==> config.mk <==
export PLATFORM = sky130hd
export DESIGN_NAME = ovh_persist_mon
export DESIGN_NICKNAME = d
export VERILOG_FILES = /design/src/rtl/ovhmon_pkg.sv /design/src/rtl/ovhmon_run_tracker.sv /design/src/rtl/ovhmon_history.sv /design/src/rtl/ovhmon_delta_irq.sv /design/src/rtl/ovh_persist_mon.sv
export SDC_FILE = /design/constraint.sdc
export NUM_CORES = 1
export LEC_CHECK = 0
export BUFFER_PORTS_ARGS = -buffer_cell sky130_fd_sc_hd__buf_2
export CORE_ASPECT_RATIO = 1.5
export CORE_UTILIZATION = 45
export CTS_CLUSTER_DIAMETER = 100
export DETAILED_ROUTE_END_ITERATION = 6
export GPL_ROUTABILITY_DRIVEN = 0
export PLACE_DENSITY_LB_ADDON = 0.08
export SLEW_MARGIN = 5
export SYNTH_ARGS = -nofsm -noshare
export SYNTH_HDL_FRONTEND = slang
export SYNTH_HIERARCHICAL = 1
export SYNTH_SLANG_ARGS = --single-unit
export TNS_END_PERCENT = 100
==> constraint.sdc <==
create_clock -name clk -period 3.9 [get_ports clk]
set_clock_uncertainty 0.05 [all_clocks]
set_input_delay 0.39 -clock clk [delete_from_list [all_inputs] [get_ports clk]]
set_output_delay 0.39 -clock clk [all_outputs]
set_load 0.1 [all_outputs]
==> src/rtl/ovhmon_pkg.sv <==
package ovhmon_pkg;
    parameter int BYTE_W      = 8;
    parameter int CNT_W       = 4;
    parameter int MIN_PERSIST = 3;

    // Effective persistence: values below the floor act as the floor.
    function automatic logic [CNT_W-1:0] clamp_persist(input logic [CNT_W-1:0] n);
        if (n < CNT_W'(MIN_PERSIST))
            clamp_persist = CNT_W'(MIN_PERSIST);
        else
            clamp_persist = n;
    endfunction
endpackage

==> src/rtl/ovhmon_run_tracker.sv <==
module ovhmon_run_tracker #(
    parameter int W  = 8,
    parameter int CW = 4
) (
    input  logic          clk,
    input  logic          rst_n,
    input  logic          stb,
    input  logic [W-1:0]  din,
    output logic [W-1:0]  cand_nxt,
    output logic [CW-1:0] run_nxt
);
    localparam logic [CW-1:0] RUN_MAX = {CW{1'b1}};

    typedef struct packed {
        logic [W-1:0]  cand;
        logic [CW-1:0] run;
    } trk_t;

    trk_t trk_d, trk_q;

    always_comb begin
        trk_d = trk_q;
        if (stb) begin
            if (trk_q.run == '0 || din != trk_q.cand) begin
                trk_d.cand = din;
                trk_d.run  = CW'(1);
            end else if (trk_q.run != RUN_MAX) begin
                trk_d.run = trk_q.run + CW'(1);
            end
        end
    end

    always_ff @(posedge clk or negedge rst_n) begin
        if (!rst_n)
            trk_q <= '0;
        else
            trk_q <= trk_d;
    end

    assign cand_nxt = trk_d.cand;
    assign run_nxt  = trk_d.run;
endmodule

==> src/rtl/ovhmon_history.sv <==
module ovhmon_history #(
    parameter int W = 8
) (
    input  logic         clk,
    input  logic         rst_n,
    input  logic         hit,
    input  logic [W-1:0] cand,
    output logic [W-1:0] cur,
    output logic [W-1:0] prev,
    output logic         upd
);
    typedef struct packed {
        logic [W-1:0] cur;
        logic [W-1:0] prev;
    } hist_t;

    hist_t hist_d, hist_q;
    logic  upd_c;

    always_comb begin
        hist_d = hist_q;
        upd_c  = hit && (cand != hist_q.cur);
        if (upd_c) begin
            hist_d.prev = hist_q.cur;
            hist_d.cur  = cand;
        end
    end

    always_ff @(posedge clk or negedge rst_n) begin
        if (!rst_n)
            hist_q <= '0;
        else
            hist_q <= hist_d;
    end

    assign cur  = hist_q.cur;
    assign prev = hist_q.prev;
    assign upd  = upd_c;
endmodule

==> src/rtl/ovhmon_delta_irq.sv <==
module ovhmon_delta_irq (
    input  logic clk,
    input  logic rst_n,
    input  logic set,
    input  logic clr,
    input  logic mask,
    output logic flag,
    output logic irq
);
    typedef struct packed {
        logic flag;
    } dl_t;

    dl_t dl_d, dl_q;

    always_comb begin
        dl_d = dl_q;
        if (set)
            dl_d.flag = 1'b1;
        else if (clr)
            dl_d.flag = 1'b0;
    end

    always_ff @(posedge clk or negedge rst_n) begin
        if (!rst_n)
            dl_q <= '0;
        else
            dl_q <= dl_d;
    end

    assign flag = dl_q.flag;
    assign irq  = dl_q.flag & ~mask;
endmodule

==> src/rtl/ovh_persist_mon.sv <==
module ovh_persist_mon
    import ovhmon_pkg::*;
#(
    parameter int W  = BYTE_W,
    parameter int CW = CNT_W
) (
    input  logic          clk,
    input  logic          rst_n,
    input  logic          frame_stb,
    input  logic [W-1:0]  byte_in,
    input  logic [CW-1:0] persist_n,
    input  logic          irq_mask,
    input  logic          chg_clr,
    output logic [W-1:0]  acc_val,
    output logic [W-1:0]  old_val,
    output logic          chg_flag,
    output logic          chg_irq
);
    logic [W-1:0]  cand_nxt;
    logic [CW-1:0] run_nxt;
    logic [CW-1:0] n_eff;
    logic          hit;
    logic          upd;

    assign n_eff = (persist_n < CW'(MIN_PERSIST)) ? CW'(MIN_PERSIST) : persist_n;
    assign hit   = frame_stb && (run_nxt >= n_eff);

    ovhmon_run_tracker #(.W(W), .CW(CW)) u_trk (
        .clk      (clk),
        .rst_n    (rst_n),
        .stb      (frame_stb),
        .din      (byte_in),
        .cand_nxt (cand_nxt),
        .run_nxt  (run_nxt)
    );

    ovhmon_history #(.W(W)) u_hist (
        .clk   (clk),
        .rst_n (rst_n),
        .hit   (hit),
        .cand  (cand_nxt),
        .cur   (acc_val),
        .prev  (old_val),
        .upd   (upd)
    );

    ovhmon_delta_irq u_dl (
        .clk   (clk),
        .rst_n (rst_n),
        .set   (upd),
        .clr   (chg_clr),
        .mask  (irq_mask),
        .flag  (chg_flag),
        .irq   (chg_irq)
    );
endmodule

==> impl_metrics.csv <==
group,metric,value,unit
logic_synthesis,syn_area_per_cell,12.7,µm²
die,initial_core_util,47.8,%
pwr,leakagePower,0.000898,µW
sta,min_period_over_period,83.6,%
route,drt-initial-drc-count,34,
worst_setup_path,cp_top_family,"compound AO/OA/AOI/OAI gates",
pwr,finalPower,1440,µW
pwr,p_per_area,795,mW/mm²
route,num_vias,1029,
route,drc_errors,0,
global_route,grt_pass1_vias,1024,
final_layout,fillerInstances,293,
sta,hold_violations,0,
sta,finalSetupTns,0,ps
final_layout,area_growth,18.6,%
clocking,post_cts_buffers,0,
logic_synthesis,yosys_most_used_dff,"dfrtp_1",
sta,final-setup-viol-count,0,
route,wire_per_inst,14.4,µm
worst_setup_path,r2r_cells,10,
clocking,root_buffer,"clkbuf_8",
clocking,cts_max_path_buffers,2,
die,die_w,49.5,µm
worst_setup_path,cpMaxStageDelayCell,"o21ai_4",
clocking,clkSinkCount,29,
logic_synthesis,synth_seq_cells,29,
global_route,overflow,0,
worst_setup_path,crit_buf_inv,1,
clocking,htree_levels,2,
sta,slew-limit-headroom,55.7,%
sta,period_needed,3260,ps
route,routed_via_density,5.15,
logic_synthesis,synth_nets,143,
route,postRouteAntennaNets,0,
sta,worst_pin_slew,662,ps
sta,rsz0062_at_grt,"false",
job,max-cap-violations,0,
global_route,antenna_found_initial,0,
placement,io_buffers,34,
die,dieArea,0.00363,mm²
worst_setup_path,critical_path_cell_count,10,
logic_synthesis,ys_seq_area_share,47.6,%
logic_synthesis,async_flop_share,100,%
global_route,grt_pass1_wl,4.80,mm
sta,timing.final.ws_setup,641,ps
route,dr.pass1.iters,4,
outcome,outcome,"finished clean",
global_route,grt_max_degree,30,
final_layout,final_util,56.6,%
clocking,cts_resized,0,
worst_setup_path,path_max_fanout,17,
worst_setup_path,cpPeakStageDelay,560,ps
clocking,cts_tree,"built",
clocking,clk_pin_slew_worst_paths,70,ps
final_layout,seq_area,726,µm²
worst_setup_path,critical_path_class,"flop to flop",
sta,drv_slew,0,
worst_setup_path,critPathArrivalTime,3380,ps
placement,dp_hpwl,2.11,mm
sta,max_freq,307,MHz
placement,dp_cells,192,
min_path,hp-class,"input port to asynchronous set/reset pin",
route,wl,2.87,mm
placement,dpl_worst_slack,657,ps
logic_synthesis,synth_cell_types,28,
die,die_h,73.3,µm
worst_setup_path,cp-start-kind,"flop",
die,io_pins,35,
clocking,cts_buffers,5,
global_route,track_usage,18.7,%
worst_setup_path,reg2reg_slack,640,ps
die,core_area,0.00319,mm²
worst_setup_path,cp-end-kind,"flop",
final_layout,finalNetCount,182,
logic_synthesis,synth_warnings,6,
final_layout,antenna_cells,0,
final_layout,stdcell_count,200,
logic_synthesis,syn_area,0.00152,mm²
final_layout,multi_input_area,748,µm²
logic_synthesis,synth_edf_count,0,
pwr,ir_drop,0.670,mV
die,rows,25,
clocking,cts_hold_buf,0,
final_layout,drive_gt1_share,41.9,%
clocking,clock_latency,280,ps
worst_setup_path,worstPathCellList,"inv_1 -> ha_1 -> a211o_1 -> nor4_4 -> nand2b_1 -> mux2_1 -> xnor2_1 -> nand4_1 -> o21ai_4 -> mux2_2",
logic_synthesis,syn_inst,120,
worst_setup_path,crit_required,4020,ps
-- worst paths after layout --
| check | startpoint | to |
|---|---|---|
| min | rst_n | u_trk/trk_q[9] |
| max reg2reg | u_trk/trk_q[0] | u_hist/cur[2] |
| min in group clk | chg_clr | u_dl/flag |
| min reg2reg | u_dl/flag | u_dl/flag |
| max | u_trk/trk_q[0] | u_hist/cur[2] |
| max in group asynchronous | rst_n | u_hist/cur[1] |
-- power by group --
part | switching, µW | total [µW] | internal [µW]
clock network | 118 | 241 | 123
logic | 599 | 763 | 164
registers | 56.1 | 433 | 377
-- cell usage after synthesis (2+ instances only) --
cell / number / share of area (%)
inv_1: 7 / 1.7
mux2_4: 9 / 8.9
mux2_2: 13 / 9.6
nand2_1: 2 / 0.49
a21o_1: 2 / 0.98
ha_1: 6 / 4.9
o21ai_0: 5 / 1.6
and3_1: 3 / 1.2
a21oi_1: 5 / 1.6
nor2_1: 5 / 1.2
dfrtp_1: 29 / 48
xor2_1: 4 / 2.3
nand4_1: 3 / 1.2
mux2_1: 2 / 1.5
xnor2_1: 12 / 6.9
-- cell families (layout without fill, tap and decap cells) --
| kind of cell | after synthesis | in the layout | synth area share, % |
|---|---|---|---|
| AOI/OAI and AO/OA | 18 | 18 | 7.80 |
| xor gates and xnor gates | 16 | 16 | 9.20 |
| adders and majority gates | 6 | 6 | 4.93 |
| buffers and inverters | 9 | 49 | 3.28 |
| DFF | 29 | 29 | 47.6 |
| muxes | 24 | 24 | 20.0 |
| and+or+nand+nor | 18 | 18 | 7.23 |
-- layout by cell type (no fill, tap or decap), drive strengths merged --
cell,count
nand3,1
nand4,3
o21bai,1
and3,3
buf,34
mux2,24
nor2,5
nor2b,1
a21oi,6
dfrtp,29
o21ai,7
nand2b,1
a21o,2
nor4,1
a211o,1
inv,7
xnor2,12
clkinv,2
nand3b,1
o21a,1
clkbuf,5
ha,6
clkinvlp,1
nand2,2
xor2,4
-- registers in the layout, summed over array words and instances (netlist names) --
| register | count |
|---|---|
| u_trk/trk_q | 12 |
| u_hist/cur | 8 |
| u_dl/flag | 1 |
| u_hist/prev | 8 |
-- layer usage --
metal	GRT usage, %	part of all wire, %	wire length [µm]	vias up
met3	4.55	4.8	138	9
met5	0	0	0	-
li1	-	-	-	494
met1	20.8	41	1180	498
met2	31.1	51	1460	28
met4	13.3	3.3	94	0
-- cell type report --
class	count	share of cell area, %
Timing Repair Buffer	34	9.42
Sequential cell	29	40.2
Clock inverter	3	0.970
Inverter	7	1.45
Tap cell	40	2.77
Clock buffer	5	3.81
Multi-Input combinational cell	82	41.4
-- through the flow --
step / instance area [µm²] / hold slack [ps]
2_1_floorplan: 1520 / 44.4
3_3_place_gp: 1720 / 404
3_5_place_dp: 1720 / 409
4_1_cts: 1810 / 102
5_1_grt: 1810 / 146
6_report: 1810 / 87.9
No activity file was read; power rests on OpenSTA's default activity.
